## src/rtl/dma_pair_channel.sv

```systemverilog
module dma_pair_channel #(
  parameter int AW     = 24,
  parameter int CW     = 16,
  parameter int DW     = 16,
  parameter int NSRC   = 8,
  parameter int RX_SRC = 4
) (
  input  logic          clk,
  input  logic          rst_n,
  input  logic          cfg_we,
  input  logic [1:0]    cfg_sel,
  input  logic [AW-1:0] cfg_wdata,
  input  logic [NSRC-1:0] req,
  output logic          bus_valid,
  output logic          bus_write,
  output logic          bus_word,
  output logic [AW-1:0] bus_addr,
  output logic [DW-1:0] bus_wdata,
  input  logic [DW-1:0] bus_rdata,
  input  logic          bus_ready,
  output logic          irq
);
  localparam int SW = (NSRC > 1) ? $clog2(NSRC) : 1;
  localparam logic [SW-1:0] RX_ID = SW'(RX_SRC);

  typedef enum logic [1:0] {S_IDLE, S_RD, S_WR} st_t;

  st_t            st;
  logic [AW-1:0]  mar, ioar, a_raw, step, mar_nx;
  logic [CW-1:0]  cnt;
  logic [DW-1:0]  hold;
  logic [SW-1:0]  src;
  logic           en, rep, ie, dec, wsz, done;
  logic           rx, go, last;

  assign rx     = (src == RX_ID);
  assign go     = en & ~rep & req[src];
  assign last   = (cnt == CW'(1));
  assign step   = wsz ? AW'(2) : AW'(1);
  assign mar_nx = dec ? mar - step : mar + step;
  assign a_raw  = (st == S_WR) ? (rx ? mar : ioar) : (rx ? ioar : mar);

  assign bus_valid = (st != S_IDLE);
  assign bus_write = (st == S_WR);
  assign bus_word  = wsz;
  assign bus_addr  = wsz ? {a_raw[AW-1:1], 1'b0} : a_raw;
  assign bus_wdata = hold;
  assign irq       = done & ie;

  always_ff @(posedge clk or negedge rst_n) begin
    if (!rst_n) begin
      st <= S_IDLE; mar <= '0; ioar <= '0; cnt <= '0; hold <= '0;
      src <= '0; en <= 1'b0; rep <= 1'b0; ie <= 1'b0; dec <= 1'b0;
      wsz <= 1'b0; done <= 1'b0;
    end else begin
      case (st)
        S_IDLE: if (go) st <= S_RD;
        S_RD: if (bus_ready) begin
          hold <= bus_rdata;
          st   <= S_WR;
        end
        S_WR: if (bus_ready) begin
          st  <= S_IDLE;
          mar <= mar_nx;
          cnt <= cnt - CW'(1);
          if (last) begin
            en   <= 1'b0;
            done <= 1'b1;
          end
        end
        default: st <= S_IDLE;
      endcase
      if (cfg_we) begin
        case (cfg_sel)
          2'd0: mar  <= cfg_wdata;
          2'd1: ioar <= cfg_wdata;
          2'd2: cnt  <= cfg_wdata[CW-1:0];
          default: begin
            en   <= cfg_wdata[0];
            rep  <= cfg_wdata[1];
            ie   <= cfg_wdata[2];
            dec  <= cfg_wdata[3];
            wsz  <= cfg_wdata[4];
            src  <= cfg_wdata[5+SW-1:5];
            done <= 1'b0;
          end
        endcase
      end
    end
  end

  a_r2_hold_until_ready: assert property (@(posedge clk) disable iff (!rst_n)
    bus_valid && !bus_ready |=> bus_valid && $stable(bus_addr) && $stable(bus_write));

  a_r2_write_after_read: assert property (@(posedge clk) disable iff (!rst_n)
    bus_valid && !bus_write && bus_ready |=> bus_valid && bus_write);

  a_r5_word_aligned: assert property (@(posedge clk) disable iff (!rst_n)
    bus_valid && bus_word |-> !bus_addr[0]);

  a_r6_done_stops: assert property (@(posedge clk) disable iff (!rst_n)
    done |-> !bus_valid && !en);

  a_r7_irq_sticky: assert property (@(posedge clk) disable iff (!rst_n)
    irq && !(cfg_we && cfg_sel == 2'd3) |=> irq);

  a_r8_no_spurious_start: assert property (@(posedge clk) disable iff (!rst_n)
    !bus_valid && !go |=> !bus_valid);

  a_r4_io_fixed: assert property (@(posedge clk) disable iff (!rst_n)
    !(cfg_we && cfg_sel == 2'd1) |=> $stable(ioar));
endmodule

```

## config.mk

```make
export PLATFORM = sky130hd
export DESIGN_NAME = dma_pair_channel
export DESIGN_NICKNAME = d
export VERILOG_FILES = /design/src/rtl/dma_pair_channel.sv
export SDC_FILE = /design/constraint.sdc
export NUM_CORES = 1
export LEC_CHECK = 0
export ABC_CLOCK_PERIOD_IN_PS = 5100
export BUFFER_PORTS_ARGS = -buffer_cell sky130_fd_sc_hd__buf_2
export CAP_MARGIN = 15
export CORE_UTILIZATION = 40
export CTS_BUF_LIST = sky130_fd_sc_hd__clkbuf_16
export DETAILED_ROUTE_END_ITERATION = 10
export GPL_ROUTABILITY_DRIVEN = 1
export MAX_ROUTING_LAYER = met4
export SETUP_SLACK_MARGIN = 0.5
export SKIP_CTS_REPAIR_TIMING = 1
export SLEW_MARGIN = 20
export SYNTH_ARGS = -nofsm -noshare
export SYNTH_HDL_FRONTEND = slang
export SYNTH_SLANG_ARGS = --single-unit
```

## constraint.sdc

```tcl
create_clock -name clk -period 5.1 [get_ports clk]
set_clock_uncertainty 0.1 [all_clocks]
set_input_delay 0.255 -clock clk [delete_from_list [all_inputs] [get_ports clk]]
set_output_delay 0.255 -clock clk [all_outputs]
set_load 0.05 [all_outputs]
```

## Yosys cells after proc, flatten, opt, wreduce, memory -nomap -nowiden

Cells that the tools add are included.

| storage, ports and cells | value |
|---|---|
| flip-flop bits (word level) | 91 |
| bits of input ports | 54 |
| output and inout bits | 44 |

| cells by class | value |
|---|---|
| $add $sub $neg | 3 |
| order comparisons | 1 |
| equal/unequal tests | 9 |
| muxes and demuxes | 30 |
| bitwise operators | 5 |
| reduce and logical (&&, ||, !) cells | 8 |

Operator list:

| operator | number |
|---|---|
| $mux 24 | 8 |
| $mux 16 | 4 |
| $add 24x2->24 | 1 |
| $sub 24x2->24 | 1 |
| $eq 16x1->1 const B | 1 |
| $sub 16x1->16 const B | 1 |
| $mux 1 | 12 |
| $mux 2 | 4 |
| $pmux 2 s3 | 1 |
| $reduce_and 2->1 | 3 |
| $eq 2x1->1 const B | 2 |
| $eq 2x2->1 const B | 2 |
| $logic_not 2->1 | 2 |
| $lt 3x4->1 const B | 1 |
| $ne 2x2->1 const B | 2 |
| $and 1x1->1 | 3 |
| $bmux 1 s3 | 1 |
| $eq 3x3->1 const B | 1 |
| $reduce_and 3->1 | 1 |
| $reduce_or 3->1 | 1 |
| $ne 2x1->1 const B | 1 |
| $not 1->1 | 2 |
| $reduce_bool 2->1 | 1 |

## Logic depth before layout (Yosys ltp)

Gate-level depths: netlist of run 1.

| depth | value |
|---|---|
| depth in word-level cells | 7 |
| depth in mapped cells | 12 |
| gate-level depth less buffers | 12 |

## Worst setup path after synthesis of run 1

Ideal clock, no wire load.

| path | value |
|---|---|
| path type | register to register |
| start point | register dec |
| end point | register mar[22] |
| setup time | 0.128 ns |
| data arrival time | 2.902 ns |
| setup slack | 1.971 ns |
| stages on the path, launching flop included | 11 |
| path buffers | 0 |
| period minus slack after synthesis | 3.129 ns |
| cell sequence | dfrtp_1 > nor2b_1 > fa_1 > a21o_1 > a311o_1 > nand2_2 > a31oi_2 > a221o_1 > nand4_1 > a21boi_1 > mux2_1 |

| on the way | value |
|---|---|
| cells in the longest elaborated chain, start to end | 5 |

Ends and longest elaborated chain:

| what | line | RTL |
|---|---|---|
| start: declaration | 33 | `logic en, rep, ie, dec, wsz, done;` |
| start signal: assignment | 82 | `dec <= cfg_wdata[3];` |
| $mux 24 (*) | 40 | `assign mar_nx = dec ? mar - step : mar + step;` |
| $mux 24 (*) | 62 | `S_WR: if (bus_ready) begin` |
| $mux 24 (*) | 56 | `case (st)` |
| $mux 24 | 74 | `case (cfg_sel)` |
| $mux 24 (*) | 73 | `if (cfg_we) begin` |
| end signal: assignment | 64 | `mar <= mar_nx;` |
| end signal: assignment | 75 | `2'd0: mar <= cfg_wdata;` |
| end: declaration | 29 | `logic [AW-1:0] mar, ioar, a_raw, step, mar_nx;` |

Every way passes the cells marked *; elsewhere a longest branch is shown, timed or not.
A chain may end at the register's enable or synchronous reset.

## Final worst setup path of run 1

| path | value |
|---|---|
| start point | register dec |
| end point | register mar[23] |

Same word-level chain as after synthesis.

==> impl_metrics.ini, run 1 <==
[die]
die_area_um2 = 14000
die_w_um = 118
fp-row-count = 42
die_h_um = 118
start_util_pct = 41.0
coreArea_um2 = 13200
ios = 98

[worst_setup_path]
critical_path.max_fanout = 27
worstSetupPathDepth = 8
crit_chain = ha_1 > a21o_1 > a221o_1 > o41ai_1 > a21bo_2 > a211oi_2 > xor2_1 > a21oi_1
start_kind = register
slowest_delay_ps = 980
worstPathArrival_ps = 3640
end_kind = register
cp_num_buf_inv = 0
r2r-start = dec$_DFFE_PN0P_
critPathTopFamily = compound AO/OA/AOI/OAI gates
r2r_cells = 8
reg2reg_slack_ps = 1560
critPathKind = reg -> reg
cp_slowest_cell = dfrtp_1
worstPathRequired_ps = 5200
r2r_end = mar[23]$_DFF_PN0_

[run]
max_cap_viol_count = 0

[min_path]
hold_depth = 2
hold_end = bus_wdata[9]$_DFFE_PN0P_
hp-class = in -> reg
hp-start = bus_rdata[9]

[yosys]
ys_seq_area_share_pct = 42.0
synth_flop_cell = dfrtp_1
async_flop_share_pct = 100
ys_ff_latch = 91
syn_inst = 546
syn_area_um2 = 5430
ys_types = 60
mappedNetlistNets = 626
synth-edff-count = 0
synth_area_per_cell_um2 = 9.94
yosys_warnings = 0

[timing]
finalSetupViolations = 0
max_slew_margin_pct = 35.1
slew_viol_final = 0
tightest_slew_ps = 974
fmax_ghz = 0.283
tns_ps = 0
worst_slack_ps = 1560
period_needed_ps = 3540
fin_crit_sh_pct = 69.3
rsz0062_at_grt = false
hold_viol = 0

[power_and_ir_drop]
fin_total_pwr_w = 0.00443
leakage_nw = 2.93
power_density_nw_per_um2 = 690
ir_worst_vdd_v = 0.000320

[routing]
wl_um = 14500
ant_nets = 0
wl_per_cell_um = 17.7
route.detailed.drc = 0
drt_pass1_iterations = 5
avgViaCountPerCell = 5.46
via_count = 4474
first_iter_violations = 231

[grt]
antenna_found_initial = 0
track_usage_pct = 21.9
grt_pass1_wl_um = 23000
overflow = 0
first_global_vias = 4305
grt_max_degree = 70

[placement]
place_area_um2 = 6100
io_buffers = 97
post-place-ws_ps = 1610
place_congestion = 0.928
dp_hpwl_um = 10500

[layout]
final_util_pct = 48.5
drive_above_1_share_pct = 31.5
diodes = 0
stdcell_area_um2 = 6420
nets = 719
syn_to_final_growth_pct = 18.3

[clocking]
cts_buffers = 9
cts_max_level = 3
clk_pin_slew_ps = 60
cts_sinks = 91
cts_tree = done
root_buffer = clkbuf_16
clk_latency_ps = 350
clk_path_buf_depth = 2

[status]
status = complete, no violations
worst reg2reg max path, cell delays in order (launching register included):
cell      delay (ps)
dfrtp_1          980
ha_1             470
a21o_1           220
a221o_1          380
o41ai_1          490
a21bo_2          310
a211oi_2         210
xor2_1           160
a21oi_1           80
worst max-delay path by stage:
| stage | endpoint | from | slack (ps) |
|---|---|---|---|
| CTS | mar[23]$_DFF_PN0_ | dec$_DFFE_PN0P_ | 1580 |
| finish | mar[23]$_DFF_PN0_ | dec$_DFFE_PN0P_ | 1560 |
| floorplan | mar[22]$_DFF_PN0_ | dec$_DFFE_PN0P_ | 1970 |
| detailed placement | mar[22]$_DFF_PN0_ | dec$_DFFE_PN0P_ | 1610 |
| global placement | mar[22]$_DFF_PN0_ | dec$_DFFE_PN0P_ | 1610 |
| global route | mar[23]$_DFF_PN0_ | dec$_DFFE_PN0P_ | 1340 |
metrics by stage:
stage | std cells | hold slack [ps]
6_report | 820 | 39.4
5_1_grt | 820 | 34.8
4_1_cts | 818 | -299
3_5_place_dp | 802 | 74.2
3_3_place_gp | 802 | 67.1
2_1_floorplan | 546 | -141
cell usage after synthesis (all sizes together) (2+ instances only):
cell,number,area [um2]
inv,16,60.1
a21o,14,106
nand4,5,31.3
o21bai,2,15.0
clkbuf,21,80.1
o211ai,2,15.0
a211oi,4,35.0
a22oi,4,30.0
mux2,71,800
ha,25,313
nor2,61,229
xor2,12,105
o21a,2,15.0
nand2,47,181
a21oi,51,255
o22ai,2,12.5
nor2b,2,12.5
a31oi,11,75.1
o21ai,26,130
nand3b,3,22.5
nor3,7,35.0
a221o,2,20.0
nand3,2,10.0
xnor2,22,193
mux4,2,45.0
and3,5,31.3
and2,3,18.8
a311oi,2,17.5
nand2b,3,18.8
a31o,2,17.5
nor4,3,25.0
dfrtp,91,2280
state kept, by name (all words and copies together), names as in the netlist:
| register | flops |
|---|---|
| ie | 1 |
| cnt | 16 |
| mar | 24 |
| rep | 1 |
| bus_word | 1 |
| bus_wdata | 16 |
| done | 1 |
| ioar | 24 |
| dec | 1 |
| src | 3 |
| en | 1 |
| st | 2 |
metal layers:
layer,track usage (%),wire length [um],up-vias
met3,2.85,562,18
met4,8.31,314,0
li1,-,-,2152
met2,34.5,6810,114
met1,28.8,6800,2190
met5,-,0,-
cell usage in the layout, fill, tap and decap left out, types with 3 or more instances in the layout:
master,instances
a21o_1,13
clkbuf_16,9
nor2_1,60
a22oi_1,4
a21oi_1,51
ha_1,25
nor3_1,7
and2_1,3
buf_2,96
nand3b_1,3
dfrtp_1,91
mux2_2,70
nand2_1,45
xnor2_1,21
a211oi_1,3
nand4_1,5
nand2b_1,3
o21ai_0,26
xor2_1,12
and3_1,5
buf_4,5
inv_1,17
a31oi_1,10
power by group:
group          total, W  switching [W]  internal [W]
clock          0.000671       0.000292      0.000379
sequential      0.00116       0.000198      0.000962
combinational   0.00260        0.00167      0.000923
final cells by class:
| type | count | area, um2 |
|---|---|---|
| flip-flops and latches | 91 | 2280 |
| clock inverters | 7 | 68.8 |
| multi-input cells | 418 | 3030 |
| fillers | 1268 | 6820 |
| well taps | 176 | 220 |
| repair buffers | 103 | 543 |
| inverters | 16 | 60.1 |
| clock buffers | 9 | 225 |
cells by family after synthesis:
family	Yosys count	synth area share (%)
XOR/XNOR	34	5.49
multiplexers	73	15.6
AND/OR/NAND/NOR	147	12.2
AO/OA/AOI/OAI	138	16.1
buffers and inverters	37	2.58
flip-flops	91	42.0
adder cells (fa/ha/maj)	26	6.13
Power figures use the tool's default switching activity.
==> inputs of run 2 (changes only) <==
- ABC_CLOCK_PERIOD_IN_PS: 5100 -> 2900
- clock period: 5.1 -> 2.9 ns (I/O delays scaled with it)
==> impl_metrics.ini, run 2 (synthesis results as in run 1) <==
[timing]
finalSetupViolations = 0
fmax_ghz = 0.347
slew_viol_final = 0
max_slew_margin_pct = 50.3
hold_viol = 2
fin_crit_sh_pct = 99.4
tns_ps = 0
rsz0062_at_grt = true
holdWs_ps = -22.1
period_needed_ps = 2880
tightest_slew_ps = 744

[die]
fp-row-count = 42
ios = 98
start_util_pct = 41.0
die_w_um = 118
die_h_um = 118
die_area_um2 = 14000
coreArea_um2 = 13200

[status]
violations = hold timing
status = complete, but fails checks

[worst_setup_path]
slowest_delay_ps = 540
critPathTopFamily = compound AO/OA/AOI/OAI gates
r2r-start = dec$_DFFE_PN0P_
end_kind = register
startpoint = dec$_DFFE_PN0P_
cp_num_buf_inv = 2
cp_slowest_cell = dfrtp_4
r2r_cells = 11
worstPathRequired_ps = 3040
worstPathArrival_ps = 3020
r2r_end = mar[22]$_DFF_PN0_
crit_chain = buf_6 > buf_6 > ha_4 > a21o_4 > a311o_1 > nand2_2 > a31oi_4 > a221o_1 > nand4_1 > a21boi_1 > mux2_1
start_kind = register
reg2reg_slack_ps = 20
critical_path.max_fanout = 6
critPathKind = reg -> reg
crit_top_cell = buf_6

[routing]
ant_nets = 0
drt_pass1_iterations = 4
first_iter_violations = 196
wl_um = 15700
avgViaCountPerCell = 5.27
route.detailed.drc = 0
wl_per_cell_um = 17.3
via_count = 4760

[clocking]
cts_max_level = 3
root_buffer = clkbuf_16
clk_pin_slew_ps = 70
cts_sinks = 91
cts_tree = done
clk_path_buf_depth = 2
cts_buffers = 9
clk_latency_ps = 350

[layout]
multi_input_area_um2 = 3390
n_fill_cell = 1190
fin_cells = 903
mostFrequentLayoutCells = buf_2 (92), dfrtp_1 (88), mux2_2 (70)
syn_to_final_growth_pct = 39.6
diodes = 0
final_common_cell = buf_2
regArea_um2 = 2280
reg_top3 = ioar x24, mar x24
drive_above_1_share_pct = 41.5
nets = 802

[grt]
antenna_found_initial = 0
track_usage_pct = 22.2
grt_pass1_wl_um = 23500
first_global_vias = 4632
grt_max_degree = 48
overflow = 0

[power_and_ir_drop]
ir_worst_vdd_v = 0.000748
leakage_nw = 3.40
power_density_nw_per_um2 = 1190

[placement]
dpl.cell_count = 822
place_congestion = 0.870
io_buffers = 97
dp_hpwl_um = 10700

[min_path]
hold_depth = 3
hp-class = in -> reg
hold_end = mar[2]$_DFF_PN0_
hp-start = cfg_wdata[2]

[run]
max_cap_viol_count = 0
==> run 2: cell count changes in the layout (fill, tap and decap cells not counted), sizes merged <==
cell         before  now
clkinv            2    3
buf             102  145
clkinvlp          2    0
dlygate4sd3       1   35
clkbuf            9   15
inv              18   19
==> run 2: area by class of cell <==
cell class	instances	share of cell area [%]
Multi-Input combinational cell	418	44.7
Sequential cell	91	30.1
Clock inverter	7	0.975
Timing Repair Buffer	186	17.5
Clock buffer	9	2.97
Inverter	16	0.793
Tap cell	176	2.91
==> run 2: worst reg2reg max path: stages, from the launching register on <==
cell	delay, ps
dfrtp_4	540
buf_6	150
buf_6	110
ha_4	240
a21o_4	220
a311o_1	300
nand2_2	110
a31oi_4	100
a221o_1	420
nand4_1	110
a21boi_1	80
mux2_1	310
==> run 2: worst max path at each step <==
stage                                   end  slack (ps)  cells after the start
after CTS                 mar[22]$_DFF_PN0_          20                     10
final                     mar[22]$_DFF_PN0_          20                     11
after detailed placement  mar[22]$_DFF_PN0_          40                     10
after floorplan           mar[22]$_DFF_PN0_         130                     12
after global routing      mar[23]$_DFF_PN0_        -110                      9
after global placement    mar[22]$_DFF_PN0_          80                     10
==> run 2: through the flow <==
step           area, um2  power [W]  hold WS, ps  util [%]  setup WS (ps)
6_report            7570    0.00901        -22.1      57.2           16.2
3_5_place_dp        6380    0.00694          105      48.1           37.7
5_1_grt             7570    0.00955       0.0515      57.2           -108
2_1_floorplan       5540    0.00570         -251         -            125
3_3_place_gp        6380    0.00692          112      48.1           79.4
4_1_cts             6680    0.00818         -272      50.4           22.0
==> run 2: where the power goes <==
part	internal (W)	leakage, nW	switching, W	total (W)
registers	0.00169	1.07	0.000368	0.00206
logic	0.00244	2.18	0.00330	0.00574
clock network	0.000675	0.148	0.000533	0.00121
total	0.00481	3.40	0.00420	0.00901
==> run 2: metal layers <==
| metal | vias up | track usage, % | part of all wire [%] |
|---|---|---|---|
| met2 | 81 | 36.7 | 50 |
| met5 | - | - | 0 |
| met1 | 2343 | 27.0 | 45 |
| met4 | 0 | 9.65 | 1.7 |
| met3 | 18 | 3.14 | 3.0 |
| li1 | 2318 | - | - |
==> inputs of run 3 (changes only) <==
- RECOVER_POWER: not set -> 100
==> impl_metrics.ini, run 3 (synthesis results as in run 1) <==
[clocking]
root_buffer = clkbuf_16
cts_sinks = 91
clk_pin_slew_ps = 70
cts_max_level = 3
clk_path_buf_depth = 2
clk_latency_ps = 350
cts_tree = done
cts_buffers = 9

[die]
fp-row-count = 42
ios = 98
die_h_um = 118
die_w_um = 118
die_area_um2 = 14000
coreArea_um2 = 13200
start_util_pct = 41.0

[routing]
avgViaCountPerCell = 5.29
wl_um = 15700
wl_per_cell_um = 17.3
drt_pass1_iterations = 5
via_count = 4780
ant_nets = 0
first_iter_violations = 196
route.detailed.drc = 0

[layout]
mostFrequentLayoutCells = dfrtp_1 (88), buf_2 (75), mux2_2 (70)
n_fill_cell = 1197
final_util_pct = 57.0
syn_to_final_growth_pct = 39.0
reg_top3 = ioar x24, mar x24
drive_above_1_share_pct = 38.9
nets = 802
regArea_um2 = 2280
final_common_cell = dfrtp_1
multi_input_area_um2 = 3390
diodes = 0
stdcell_area_um2 = 7540

[power_and_ir_drop]
power_density_nw_per_um2 = 1190
pwr-share-clk_pct = 13.4
p_sw_share_pct = 46.8
p_seq_share_pct = 23.0
ir_worst_vdd_v = 0.000748
combPwrFrac_pct = 63.5
intPower_w = 0.00477
p_sw_w = 0.00420
leakage_nw = 3.34

[placement]
io_buffers = 97
place_congestion = 0.870
dp_hpwl_um = 10700
place_area_um2 = 6380
post-place-ws_ps = 37.7

[worst_setup_path]
critPathKind = reg -> reg
start_kind = register
worstPathRequired_ps = 3040
worstPathArrival_ps = 3020
critical_path.max_fanout = 6
end_kind = register

[timing]
slew_viol_final = 0
tns_ps = 0
period_needed_ps = 2880
fin_crit_sh_pct = 99.4
fmax_ghz = 0.347
hold_viol = 2
tightest_slew_ps = 1320
worst_slack_ps = 16.9
holdWs_ps = -16.2
rsz0062_at_grt = true
finalSetupViolations = 0
max_slew_margin_pct = 12.0

[grt]
grt_max_degree = 48
overflow = 0
grt_pass1_wl_um = 23500
track_usage_pct = 22.2
antenna_found_initial = 0
first_global_vias = 4632

[run]
max_cap_viol_count = 0

[status]
status = complete, but fails checks
violations = hold timing

[min_path]
hp-class = in -> reg
## run 3: cell types whose count changed in the layout (fill, tap and decap cells not counted)
cell,change
clkbuf_1,+19
buf_2,-17
buf_4,-3
clkbuf_2,+1
## run 3: per-stage QoR
stage | total power, W | cells
after floorplan | 0.00570 | 546
after global placement | 0.00692 | 822
after detailed placement | 0.00694 | 822
after CTS | 0.00818 | 838
after global routing | 0.00952 | 903
final | 0.00898 | 903
## run 3: worst paths after layout
kind	cells after the start	startpoint	slack, ps	endpoint
max	11	dec$_DFFE_PN0P_	20	mar[22]$_DFF_PN0_
min	3	cfg_wdata[2]	-20	mar[2]$_DFF_PN0_
max reg2reg	11	dec$_DFFE_PN0P_	20	mar[22]$_DFF_PN0_
min reg2reg	1	st[1]$_DFFE_PN0P_	380	st[0]$_DFFE_PN0P_
max in group asynchronous	3	rst_n	1190	src[0]$_DFFE_PN0P_
min in group asynchronous	2	rst_n	500	cnt[7]$_DFF_PN0_
## run 3: power by group through the flow
stage          Combinational (W)  Sequential (W)  Clock, W
2_1_floorplan            0.00331         0.00239         0
3_3_place_gp             0.00487         0.00205         0
3_5_place_dp             0.00487         0.00207         0
4_1_cts                  0.00489         0.00205   0.00124
5_1_grt                  0.00610         0.00213   0.00129
6_report                 0.00570         0.00207   0.00121
## run 3: layer usage
metal | up-vias | track usage (%) | part of all wire [%] | wire length [um]
met5 | - | - | 0 | 0
met4 | 0 | 9.65 | 1.8 | 280
met3 | 19 | 3.14 | 3.7 | 585
met2 | 96 | 36.7 | 50 | 7840
met1 | 2353 | 27.0 | 44 | 6950
li1 | 2312 | - | - | -
## run 3: area by class of cell
type	instances	area share, %
clock buffer	9	2.99
clock inverter	7	0.979
inverter	16	0.796
multi-input combinational	418	44.9
sequential	91	30.3
tap	176	2.92
timing repair buffer	186	17.1
## run 3: worst max-delay path, cell delays in order (launching register included)
cell and delay, ps:
dfrtp_4 530, buf_6 150, buf_6 110, ha_4 240
a21o_4 220, a311o_1 300, nand2_2 110, a31oi_4 100
a221o_1 420, nand4_1 110, a21boi_1 80, mux2_1 310
